**src/rtl/drive_fault_pkg.sv**
```systemverilog
package drive_fault_pkg;
  localparam int NFLT     = 5;
  localparam int BIT_OC   = 0;
  localparam int BIT_OPEN = 1;
  localparam int BIT_CSAT = 2;
  localparam int BIT_GSAT = 3;
  localparam int BIT_OV   = 4;
  typedef logic [NFLT-1:0] fault_word_t;
endpackage

```
**src/rtl/fault_persist_filter.sv**
```systemverilog
module fault_persist_filter #(
  parameter int LEN = 4
) (
  input  logic clk,
  input  logic rst_n,
  input  logic raw,
  output logic hit
);
  localparam int CW = $clog2(LEN + 1);
  localparam logic [CW-1:0] FULL = CW'(LEN);

  logic [CW-1:0] cnt;

  // Any deassertion of the raw input restarts the count.
  always_ff @(posedge clk or negedge rst_n) begin
    if (!rst_n)           cnt <= '0;
    else if (!raw)        cnt <= '0;
    else if (cnt != FULL) cnt <= cnt + 1'b1;
  end

  assign hit = (cnt == FULL);
endmodule

```
**src/rtl/cycle_tracker.sv**
```systemverilog
module cycle_tracker (
  input  logic clk,
  input  logic rst_n,
  input  logic active,
  input  logic loop_toggle,
  output logic cycle_start,
  output logic open_evt
);
  logic active_q;
  logic loop_seen;

  always_ff @(posedge clk or negedge rst_n) begin
    if (!rst_n) begin
      active_q  <= 1'b0;
      loop_seen <= 1'b0;
    end else begin
      active_q <= active;
      if (cycle_start)                 loop_seen <= loop_toggle;
      else if (active && loop_toggle)  loop_seen <= 1'b1;
    end
  end

  assign cycle_start = active & ~active_q;
  assign open_evt    = active_q & ~active & ~loop_seen;
endmodule

```
**src/rtl/fault_report_latch.sv**
```systemverilog
module fault_report_latch
  import drive_fault_pkg::*;
(
  input  logic        clk,
  input  logic        rst_n,
  input  fault_word_t evt,
  input  logic        prio_evt,
  input  logic        flag_evt,
  input  logic        clr,
  input  logic        cs_n,
  output fault_word_t cap_vec,
  output logic        flag
);
  fault_word_t pend, pend_nx, base_pend;
  logic        lock, lock_nx, base_lock, flag_nx;

  always_comb begin
    base_pend = clr ? '0 : pend;
    base_lock = clr ? 1'b0 : lock;
    // Events on the clearing edge are merged after the clear.
    pend_nx   = base_pend | (base_lock ? '0 : evt);
    lock_nx   = base_lock | prio_evt;
    flag_nx   = (clr ? 1'b0 : flag) | flag_evt;
  end

  always_ff @(posedge clk or negedge rst_n) begin
    if (!rst_n) begin
      pend    <= '0;
      lock    <= 1'b0;
      flag    <= 1'b0;
      cap_vec <= '0;
    end else begin
      pend <= pend_nx;
      lock <= lock_nx;
      flag <= flag_nx;
      if (cs_n) cap_vec <= pend_nx;
    end
  end
endmodule

```
**src/rtl/drive_protect_latch.sv**
```systemverilog
module drive_protect_latch (
  input  logic clk,
  input  logic rst_n,
  input  logic cycle_start,
  input  logic set_all_off,
  input  logic set_ov,
  output logic force_all_off,
  output logic force_gate_off_clamp_on
);
  logic all_q, ov_q;

  always_ff @(posedge clk or negedge rst_n) begin
    if (!rst_n) begin
      all_q <= 1'b0;
      ov_q  <= 1'b0;
    end else begin
      all_q <= (cycle_start ? 1'b0 : all_q) | set_all_off;
      ov_q  <= (cycle_start ? 1'b0 : ov_q)  | set_ov;
    end
  end

  assign force_all_off           = all_q;
  assign force_gate_off_clamp_on = ov_q & ~all_q;
endmodule

```
**src/rtl/drive_fault_mgr.sv**
```systemverilog
module drive_fault_mgr
  import drive_fault_pkg::*;
#(
  parameter int OC_FILT  = 500,
  parameter int SAT_FILT = 2000
) (
  input  logic            clk,
  input  logic            rst_n,
  input  logic            oc_raw,
  input  logic            gate_sat_raw,
  input  logic            clamp_sat_raw,
  input  logic            ov_raw,
  input  logic            en_in,
  input  logic            ctl_in,
  input  logic            gate_on,
  input  logic            clamp_on,
  input  logic            loop_toggle,
  input  logic            ov_protect_en,
  input  logic            cs_n,
  input  logic            cs_rise,
  output logic [NFLT-1:0] fault_vec,
  output logic            fault_n,
  output logic            force_all_off,
  output logic            force_gate_off_clamp_on
);
  localparam int NSAT = 2;

  logic            active;
  logic            oc_hit;
  logic [NSAT-1:0] sat_qual, sat_hit;
  logic            cycle_start, open_evt;
  logic            ov_live, prio_evt, set_all;
  fault_word_t     evt;
  logic            flag;

  assign active = en_in & ctl_in;

  fault_persist_filter #(.LEN(OC_FILT)) u_oc_filt (
    .clk(clk), .rst_n(rst_n), .raw(oc_raw), .hit(oc_hit)
  );

  // index 0: gate switch, index 1: clamp switch
  assign sat_qual[0] = gate_sat_raw  & gate_on  & active;
  assign sat_qual[1] = clamp_sat_raw & clamp_on & active;

  for (genvar g = 0; g < NSAT; g++) begin : g_sat
    fault_persist_filter #(.LEN(SAT_FILT)) u_sat_filt (
      .clk(clk), .rst_n(rst_n), .raw(sat_qual[g]), .hit(sat_hit[g])
    );
  end

  cycle_tracker u_cyc (
    .clk(clk), .rst_n(rst_n), .active(active), .loop_toggle(loop_toggle),
    .cycle_start(cycle_start), .open_evt(open_evt)
  );

  always_comb begin
    evt           = '0;
    evt[BIT_OC]   = oc_hit;
    evt[BIT_OPEN] = open_evt;
    evt[BIT_CSAT] = sat_hit[1];
    evt[BIT_GSAT] = sat_hit[0];
    evt[BIT_OV]   = ov_raw;
  end

  assign ov_live  = ov_raw & ov_protect_en & active;
  assign prio_evt = oc_hit | (|sat_hit) | ov_live;
  assign set_all  = (oc_hit & active) | (|sat_hit);

  fault_report_latch u_rep (
    .clk(clk), .rst_n(rst_n), .evt(evt), .prio_evt(prio_evt),
    .flag_evt(prio_evt), .clr(cs_rise), .cs_n(cs_n),
    .cap_vec(fault_vec), .flag(flag)
  );

  assign fault_n = ~flag;

  drive_protect_latch u_prot (
    .clk(clk), .rst_n(rst_n), .cycle_start(cycle_start),
    .set_all_off(set_all), .set_ov(ov_live),
    .force_all_off(force_all_off),
    .force_gate_off_clamp_on(force_gate_off_clamp_on)
  );
endmodule

```
**config.mk**
```make
export PLATFORM = sky130hd
export DESIGN_NAME = drive_fault_mgr
export DESIGN_NICKNAME = d
export VERILOG_FILES = /design/src/rtl/drive_fault_pkg.sv /design/src/rtl/fault_persist_filter.sv /design/src/rtl/cycle_tracker.sv /design/src/rtl/fault_report_latch.sv /design/src/rtl/drive_protect_latch.sv /design/src/rtl/drive_fault_mgr.sv
export SDC_FILE = /design/constraint.sdc
export NUM_CORES = 1
export LEC_CHECK = 0
export BUFFER_PORTS_ARGS = -buffer_cell sky130_fd_sc_hd__buf_4
export CAP_MARGIN = 20
export CORE_ASPECT_RATIO = 0.5
export CORE_MARGIN = 4
export CORE_UTILIZATION = 58
export DETAILED_ROUTE_END_ITERATION = 8
export HOLD_SLACK_MARGIN = 0.12
export PLACE_DENSITY = 0.86
export REMOVE_ABC_BUFFERS = 1
export SLEW_MARGIN = 20
export SYNTH_ARGS = -nofsm -noshare
export SYNTH_HDL_FRONTEND = slang
export SYNTH_SLANG_ARGS = --single-unit
```
**constraint.sdc**
```tcl
create_clock -name clk -period 1.8 [get_ports clk]
set_input_delay 0.18 -clock clk [delete_from_list [all_inputs] [get_ports clk]]
set_output_delay 0.18 -clock clk [all_outputs]
set_load 0.01 [all_outputs]
```
==> key figures, run 1 <==
Global routing
  – Largest net degree at the start of global routing: 48
  – Global Route met3 Usage: 5.44%
  – Total track usage: 22.4%
  – GR met2 Demand/Resource: 38.1%
  – Vias in the first global route: 1960
  – Met1 Use GR: 27.8%
  – First-pass GRT wire length: 8980 µm
  – Grt ovf: 0
  – GR peak layer: met2
  – Initial antenna violation count: 0

Synth
  – Synth top area share: 50.5%
  – Avg Inst Size Synth: a little under 10 µm²
  – Synthesized flop and latch total: 47
  – Post-synthesis cell area: 0.00233 mm²
  – Post-Synthesis Cells: 238
  – Sequential element share of the synthesized area: 50.5%
  – Synth area leaders: dfrtp_1, nand2_1, a21oi_1
  – Synth area leader: dfrtp_1
  – Number of distinct library cells after synthesis: 36
  – Synth warn: 0

Finish
  – Final std cells w/o fill: 320
  – Final Net Count: 288
  – Share of cells above drive strength 1: 14.5%
  – Fin area: 0.00271 mm²
  – Antenna Cells: 0
  – Layout Area Growth over Synthesis: 16.3%
  – Fill count: around 260

Critical path
  – Biggest cell delay along the critical path: between 400 and 500 ps
  – Crit path launch type: flip-flop
  – CP bufs+invs: 1
  – Crit path max-delay family: simple AND/OR/NAND/NOR gates
  – Cell breakdown of the critical path: inv_1, ha_1, or4b_1, or3_4, o221ai_2
  – CP Max Fanout: 5
  – Slowest CP cell: or4b_1
  – Worst path arrival time: 1950 ps
  – Crit path capture type: flip-flop
  – WP data required: 2030 ps
  – Crit Path Category: reg -> reg

STA
  – Unrepaired setup endpoints after global routing: no
  – Slew @ Worst Pin: between 500 and 600 ps
  – Slew margin rel.: between 60% and 70%
  – Worst Skew: approximately 8.2 ps
  – Fmax: 582 MHz
  – Setup tns final: 0 ps
  – Fin crit share: a little over nine tenths
  – Final setup vio count: 0
  – Pins Over Slew Limit: 0
  – Final Hold Fails: 0
  – Tmin final: ~1700 ps

Drt
  – WL/cell: roughly 16 µm
  – Vias per cell: around 6.3
  – Residual DRC count: 0
  – WL final: 5250 µm
  – Pre-antenna DRT Iters: 4
  – Total number of vias: 2002
  – Routed Antenna Nets: 0
  – DRC marker count from the first detailed-route iteration: 100

Clocking
  – Clock tree buffer depth: 2
  – # Post-CTS Setup Buffers: 0
  – CTS tree: built
  – Clock Tree Root: clkbuf_8
  – CTS Buf Count: 5
  – H-tree depth: 2
  – CTS sink cnt: 47
  – Clock latency on the worst-skew pair: 310 ps
  – Clock-pin slew on the worst setup and hold paths: 90 ps

Power
  – Final Power: approximately 2 mW
  – Max VDD drop: about 420 µV
  – Power per standard cell area: 757 mW/mm²
  – Leak: 1.11 nW

Floorplanning
  – Starting Density: 64.0%
  – Die Area: 0.00515 mm²
  – DIE HEIGHT: 52.8 µm
  – Core area: 0.00364 mm²
  – Row count: 15
  – Die Width: 97.6 µm
  – # IOs: 22

Placement
  – Placed insts: ~300
  – Cell Area, Placed: 0.00256 mm²
  – RePlAce Congestion: 0.827
  – HPWL Detailed: approximately 3600 µm
  – IO Port Bufs: 21

Run status
  – Status: finished clean

Job
  – Max cap viols: 0

Hold path
  – Worst min path class: in -> reg
## timing repair
| action | CTS | global route |
|---|---|---|
| setup endpoints to repair | 0 | 1 |
| hold buffers | 3 | 0 |
| gates resized for setup | 0 | 1 |
| hold endpoints to repair | 49 | 0 |
## where the power goes
group	switching (mW)	total, mW	internal (mW)	leakage (nW)
clock network	0.378	0.799	0.421	0.0587
registers	0.0192	1.10	1.08	0.638
logic	0.0857	0.149	0.0631	0.413
total	0.483	2.05	1.57	1.11
## area by class of cell
cell class | count | area, µm² | share of cell area (%)
tap | 51 | 63.8 | 2.36
multi-input combinational | 171 | 1080 | 40.0
clock inverter | 3 | 47.5 | 1.76
sequential | 47 | 1180 | 43.4
timing repair buffer | 27 | 210 | 7.76
inverter | 16 | 60.1 | 2.22
clock buffer | 5 | 68.8 | 2.54
## routing by layer
layer,share of wire (%),vias up
met5,0,-
met4,2.4,0
met3,4.1,16
met2,48,47
met1,45,1004
li1,-,935
## path summary, 6_finish.rpt
| path | depth (start not counted) | end | slack (ps) | start |
|---|---|---|---|---|
| max | 5 | u_rep.cap_vec[2] | 80 | g_sat[1].u_sat_filt.cnt[0] |
| min | 3 | u_oc_filt.cnt[2] | 130 | oc_raw |
| max reg2reg | 5 | u_rep.cap_vec[2] | 80 | g_sat[1].u_sat_filt.cnt[0] |
| min reg2reg | 2 | u_rep.pend[1] | 490 | u_rep.pend[1] |
| max in group asynchronous | 2 | g_sat[0].u_sat_filt.cnt[1] | 980 | rst_n |
| min in group asynchronous | 2 | u_rep.pend[4] | 410 | rst_n |
## cell usage in the layout, fill, tap and decap left out, types with 3 or more instances in the layout
master,Yosys,layout
clkbuf_8,0,5
mux2i_1,4,4
or3_1,8,8
nand3b_1,6,6
or4_1,5,5
o31ai_1,5,5
nand2_1,28,28
nand4_1,9,9
xor2_1,4,4
and4_1,3,3
ha_1,6,6
nand2b_1,5,5
o21ai_0,18,18
inv_1,16,16
dlygate4sd3_1,0,3
a21oi_1,18,18
nor2_1,8,8
buf_4,0,24
nand3_1,15,14
a31oi_1,4,4
dfrtp_1,47,47
## cell usage after synthesis, drive strengths merged
cell      n
a211o     1
a21oi    18
a31oi     4
and4      3
and4b     1
clkbuf    4
dfrtp    47
ha        6
inv      16
mux2i     4
nand2    28
nand2b    5
nand3    15
nand3b    6
nand4     9
nand4b    2
nor2      8
nor2b     2
nor3      2
o2111ai   1
o21ai    18
o221ai    2
o22a      1
o22ai     2
o311ai    2
o31ai     5
o32a      1
o41ai     2
or3      11
or4       5
or4b      2
xnor2     1
xor2      4
## cells by family after synthesis
kind of cell	Yosys count	share of synthesized area, %
adder cells (fa/ha/maj)	6	3.22
AND/OR/NAND/NOR	99	24.1
buffers and inverters	20	3.22
AO/OA/AOI/OAI	57	15.3
flip-flops	47	50.5
multiplexers	4	1.72
XOR/XNOR	5	1.88
## per-stage QoR
stage	util [%]	setup slack [ps]	hold WS, ps
final	74.4	81.0	133
after global routing	74.4	18.3	130
after CTS	74.3	76.8	125
after detailed placement	70.2	135	225
after global placement	70.2	183	217
after floorplan	-	150	-116
## sequential cells by signal (all words and copies together), names as in the netlist
| name | flops |
|---|---|
| g_sat.u_sat_filt.cnt | 22 |
| u_oc_filt.cnt | 9 |
| u_rep.cap_vec | 5 |
| u_rep.pend | 5 |
| u_cyc.active_q | 1 |
| u_cyc.loop_seen | 1 |
| u_prot.force_all_off | 1 |
| u_prot.ov_q | 1 |
| u_rep.flag | 1 |
| u_rep.lock | 1 |
## worst reg2reg max path, delay by kind of cell (launching register included)
family	cells	cell delay [ps]
adder cells (fa/ha/maj)	1	150
AO/OA/AOI/OAI	1	170
AND/OR/NAND/NOR	2	840
buffers and inverters	1	100
flip-flops	1	390
(Power assumes the default switching activity.)
==> run 2: changes to the inputs <==
Settings changed: BUFFER_PORTS_ARGS -buffer_cell sky130_fd_sc_hd__buf_4 to -buffer_cell sky130_fd_sc_hd__buf_2.
==> key figures, run 2 (synthesis results as in run 1) <==
Run status
  – Status: finished clean

Critical path
  – CP Max Fanout: 7 (+2)
  – Biggest cell delay along the critical path: 530 ps (+80 ps)
  – Slowest CP cell: or4_1
  – R2R Path End: g_sat[0].u_sat_filt.cnt[8]
  – Worst R2R Start: g_sat[0].u_sat_filt.cnt[1]
  – Crit path capture type: flip-flop
  – WP data required: 2020 ps (about the same)
  – Flop2flop setup slack: 120 ps (+40 ps)
  – Crit Path Category: reg -> reg
  – FF-to-FF path depth: 4 (-1)
  – Worst path arrival time: 1900 ps (-50 ps)
  – Cell breakdown of the critical path: ha_1, nand3_1, or4_1, a21oi_1
  – Crit path launch type: flip-flop

Finish
  – Multi-input logic area: 0.00108 mm² (-0.46%)
  – Layout Area Growth over Synthesis: 13.9%
  – Share of cells above drive strength 1: 14.2% (-0.32 points)
  – Final Net Count: 288 (unchanged)
  – Fill count: 269 (+4.7%)
  – Largest registers: g_sat.u_sat_filt.cnt: 22 flops, u_oc_filt.cnt: 9 flops
  – Most common cell after layout, fill and taps aside: dfrtp_1
  – Biggest register: g_sat.u_sat_filt.cnt
  – Fin area: 0.00265 mm² (-2.1%)
  – Antenna Cells: 0 (unchanged)
  – Largest register FFs: 22 (unchanged)
  – Register area: 0.00118 mm² (unchanged)
  – Final std cells w/o fill: 319 (-0.31%)
  – Most frequent cells in the layout: dfrtp_1, nand2_1, buf_2
  – Util after Layout: 72.8% (-1.6 points)

Power
  – Max VDD drop: 490 µV (+16%)
  – Final Power: 1.99 mW (-2.8%)
  – Seq pwr share: 55.3% (+1.6 points)
  – Leak: 1.09 nW (-1.7%)
  – Combinational Power Share: 6.9% (-0.4 points)
  – Sw Ratio: 22.6% (-0.94 points)
  – Clk pwr share: 37.8% (-1.2 points)
  – Total net switching power: 0.451 mW (-6.7%)
  – Internal: 1.54 mW (-1.6%)
  – Power per standard cell area: 751 mW/mm² (-0.74%)

Drt
  – WL final: 4940 µm (-5.8%)
  – Total number of vias: 1946 (-2.8%)
  – Residual DRC count: 0 (unchanged)
  – WL/cell: 15.5 µm (-5.5%)
  – Vias per cell: 6.10 (-2.5%)
  – DRC marker count from the first detailed-route iteration: 147 (+47%)
  – Routed Antenna Nets: 0 (unchanged)
  – Pre-antenna DRT Iters: 4 (unchanged)

STA
  – Pins Over Slew Limit: 0 (unchanged)
  – Slew margin rel.: 69.9% (+9.5 points)
  – Unrepaired setup endpoints after global routing: no
  – Slew @ Worst Pin: 451 ps (-142 ps)
  – Final setup vio count: 0 (unchanged)
  – Fin crit share: 93.3% (-2.2 points)
  – Setup tns final: 0 ps (unchanged)
  – Worst Skew: 11.7 ps (+3.56 ps)
  – Tmin final: 1680 ps (-40.4 ps)
  – Final Hold Fails: 0 (unchanged)
  – Fmax: 596 MHz (+2.4%)

Clocking
  – Clock-pin slew on the worst setup and hold paths: 90 ps (about the same)
  – Clock tree buffer depth: 2 (unchanged)
  – CTS sink cnt: 47 (unchanged)
  – # Post-CTS Setup Buffers: 0 (unchanged)
  – H-tree depth: 2 (unchanged)
  – CTS tree: built
  – Clock Tree Root: clkbuf_8
  – Clock latency on the worst-skew pair: 300 ps (about the same)
  – CTS Buf Count: 5 (unchanged)

Floorplanning
  – Die Area: 0.00515 mm² (unchanged)
  – Die Width: 97.6 µm (unchanged)
  – # IOs: 22 (unchanged)
  – Starting Density: 64.0% (unchanged)
  – Row count: 15 (unchanged)
  – Core area: 0.00364 mm² (unchanged)
  – DIE HEIGHT: 52.8 µm (unchanged)

Hold path
  – Hold EP: u_rep.pend[4]
  – Hold path depth: 3 (unchanged)
  – Worst min path class: in -> reg
  – HP Start: ov_raw

Placement
  – HPWL Detailed: 3620 µm (+0.40%)
  – RePlAce Congestion: 0.862 (+4.2%)
  – IO Port Bufs: 21 (unchanged)
  – Placed insts: 310 (+0.32%)
  – Cell Area, Placed: 0.00252 mm² (-1.3%)

Global routing
  – Total track usage: 21.2% (-1.1 points)
  – Largest net degree at the start of global routing: 30 (-38%)
  – Initial antenna violation count: 0 (unchanged)
  – Vias in the first global route: 1883 (-3.9%)
  – Grt ovf: 0 (unchanged)
  – First-pass GRT wire length: 8490 µm (-5.4%)

Job
  – Max cap viols: 0 (unchanged)
[run 2: cell types whose count changed in the layout (fill, tap and decap cells not counted), sizes merged]
cell	previous run	this run
clkinvlp	0	1
inv	17	16
buf	24	25
dlygate4sd3	3	2
clkinv	1	0
[run 2: metal layers]
layer	part of all wire, %	vias up	track usage [%]
li1	-	939	-
met5	0	-	0
met2	49	50	36.7
met3	5.1	2	5.58
met4	0.47	0	8.51
met1	45	955	25.9
[run 2: worst max-delay path by stage]
stage | from | endpoint | slack (ps) | depth (start not counted)
CTS | g_sat[0].u_sat_filt.cnt[0] | g_sat[0].u_sat_filt.cnt[8] | 140 | 4
floorplan | g_sat[1].u_sat_filt.cnt[0] | g_sat[1].u_sat_filt.cnt[0] | 150 | 5
global placement | g_sat[1].u_sat_filt.cnt[0] | u_rep.cap_vec[2] | 190 | 5
finish | g_sat[0].u_sat_filt.cnt[1] | g_sat[0].u_sat_filt.cnt[8] | 120 | 4
global route | g_sat[0].u_sat_filt.cnt[0] | g_sat[0].u_sat_filt.cnt[8] | 30 | 4
detailed placement | g_sat[0].u_sat_filt.cnt[0] | g_sat[0].u_sat_filt.cnt[8] | 140 | 4
[run 2: repair_timing]
action                                  CTS  global route
hold endpoints to repair                 19             0
hold buffers                              2             0
gates resized for setup                   0             0
endpoints found under the setup margin    0             0
[run 2: per-stage QoR]
stage               setup slack (ps)  hold slack [ps]
floorplan                        150             -116
global placement                 188              146
detailed placement               141              153
CTS                              138              128
global route                    32.6              141
finish                           121              133
[run 2: final cells by class]
cell class	count	share of cell area, %
Inverter	16	2.27
Timing Repair Buffer	27	6.32
Multi-Input combinational cell	171	40.6
Clock inverter	2	1.42
Clock buffer	5	2.60
Sequential cell	47	44.4
Tap cell	51	2.41
[run 2: critical path: cells and delay by family (launching register included)]
family,cells,cell delay (ps)
compound gates,1,180
fa+ha+maj,1,230
flops,1,450
simple gates,2,760
[run 2: power by group through the flow]
stage	combinational (mW)	sequential [mW]	clock, mW
floorplan	0.0553	1.12	0
global placement	0.127	1.12	0
detailed placement	0.135	1.12	0
CTS	0.139	1.10	0.765
global route	0.155	1.11	0.814
finish	0.137	1.10	0.753
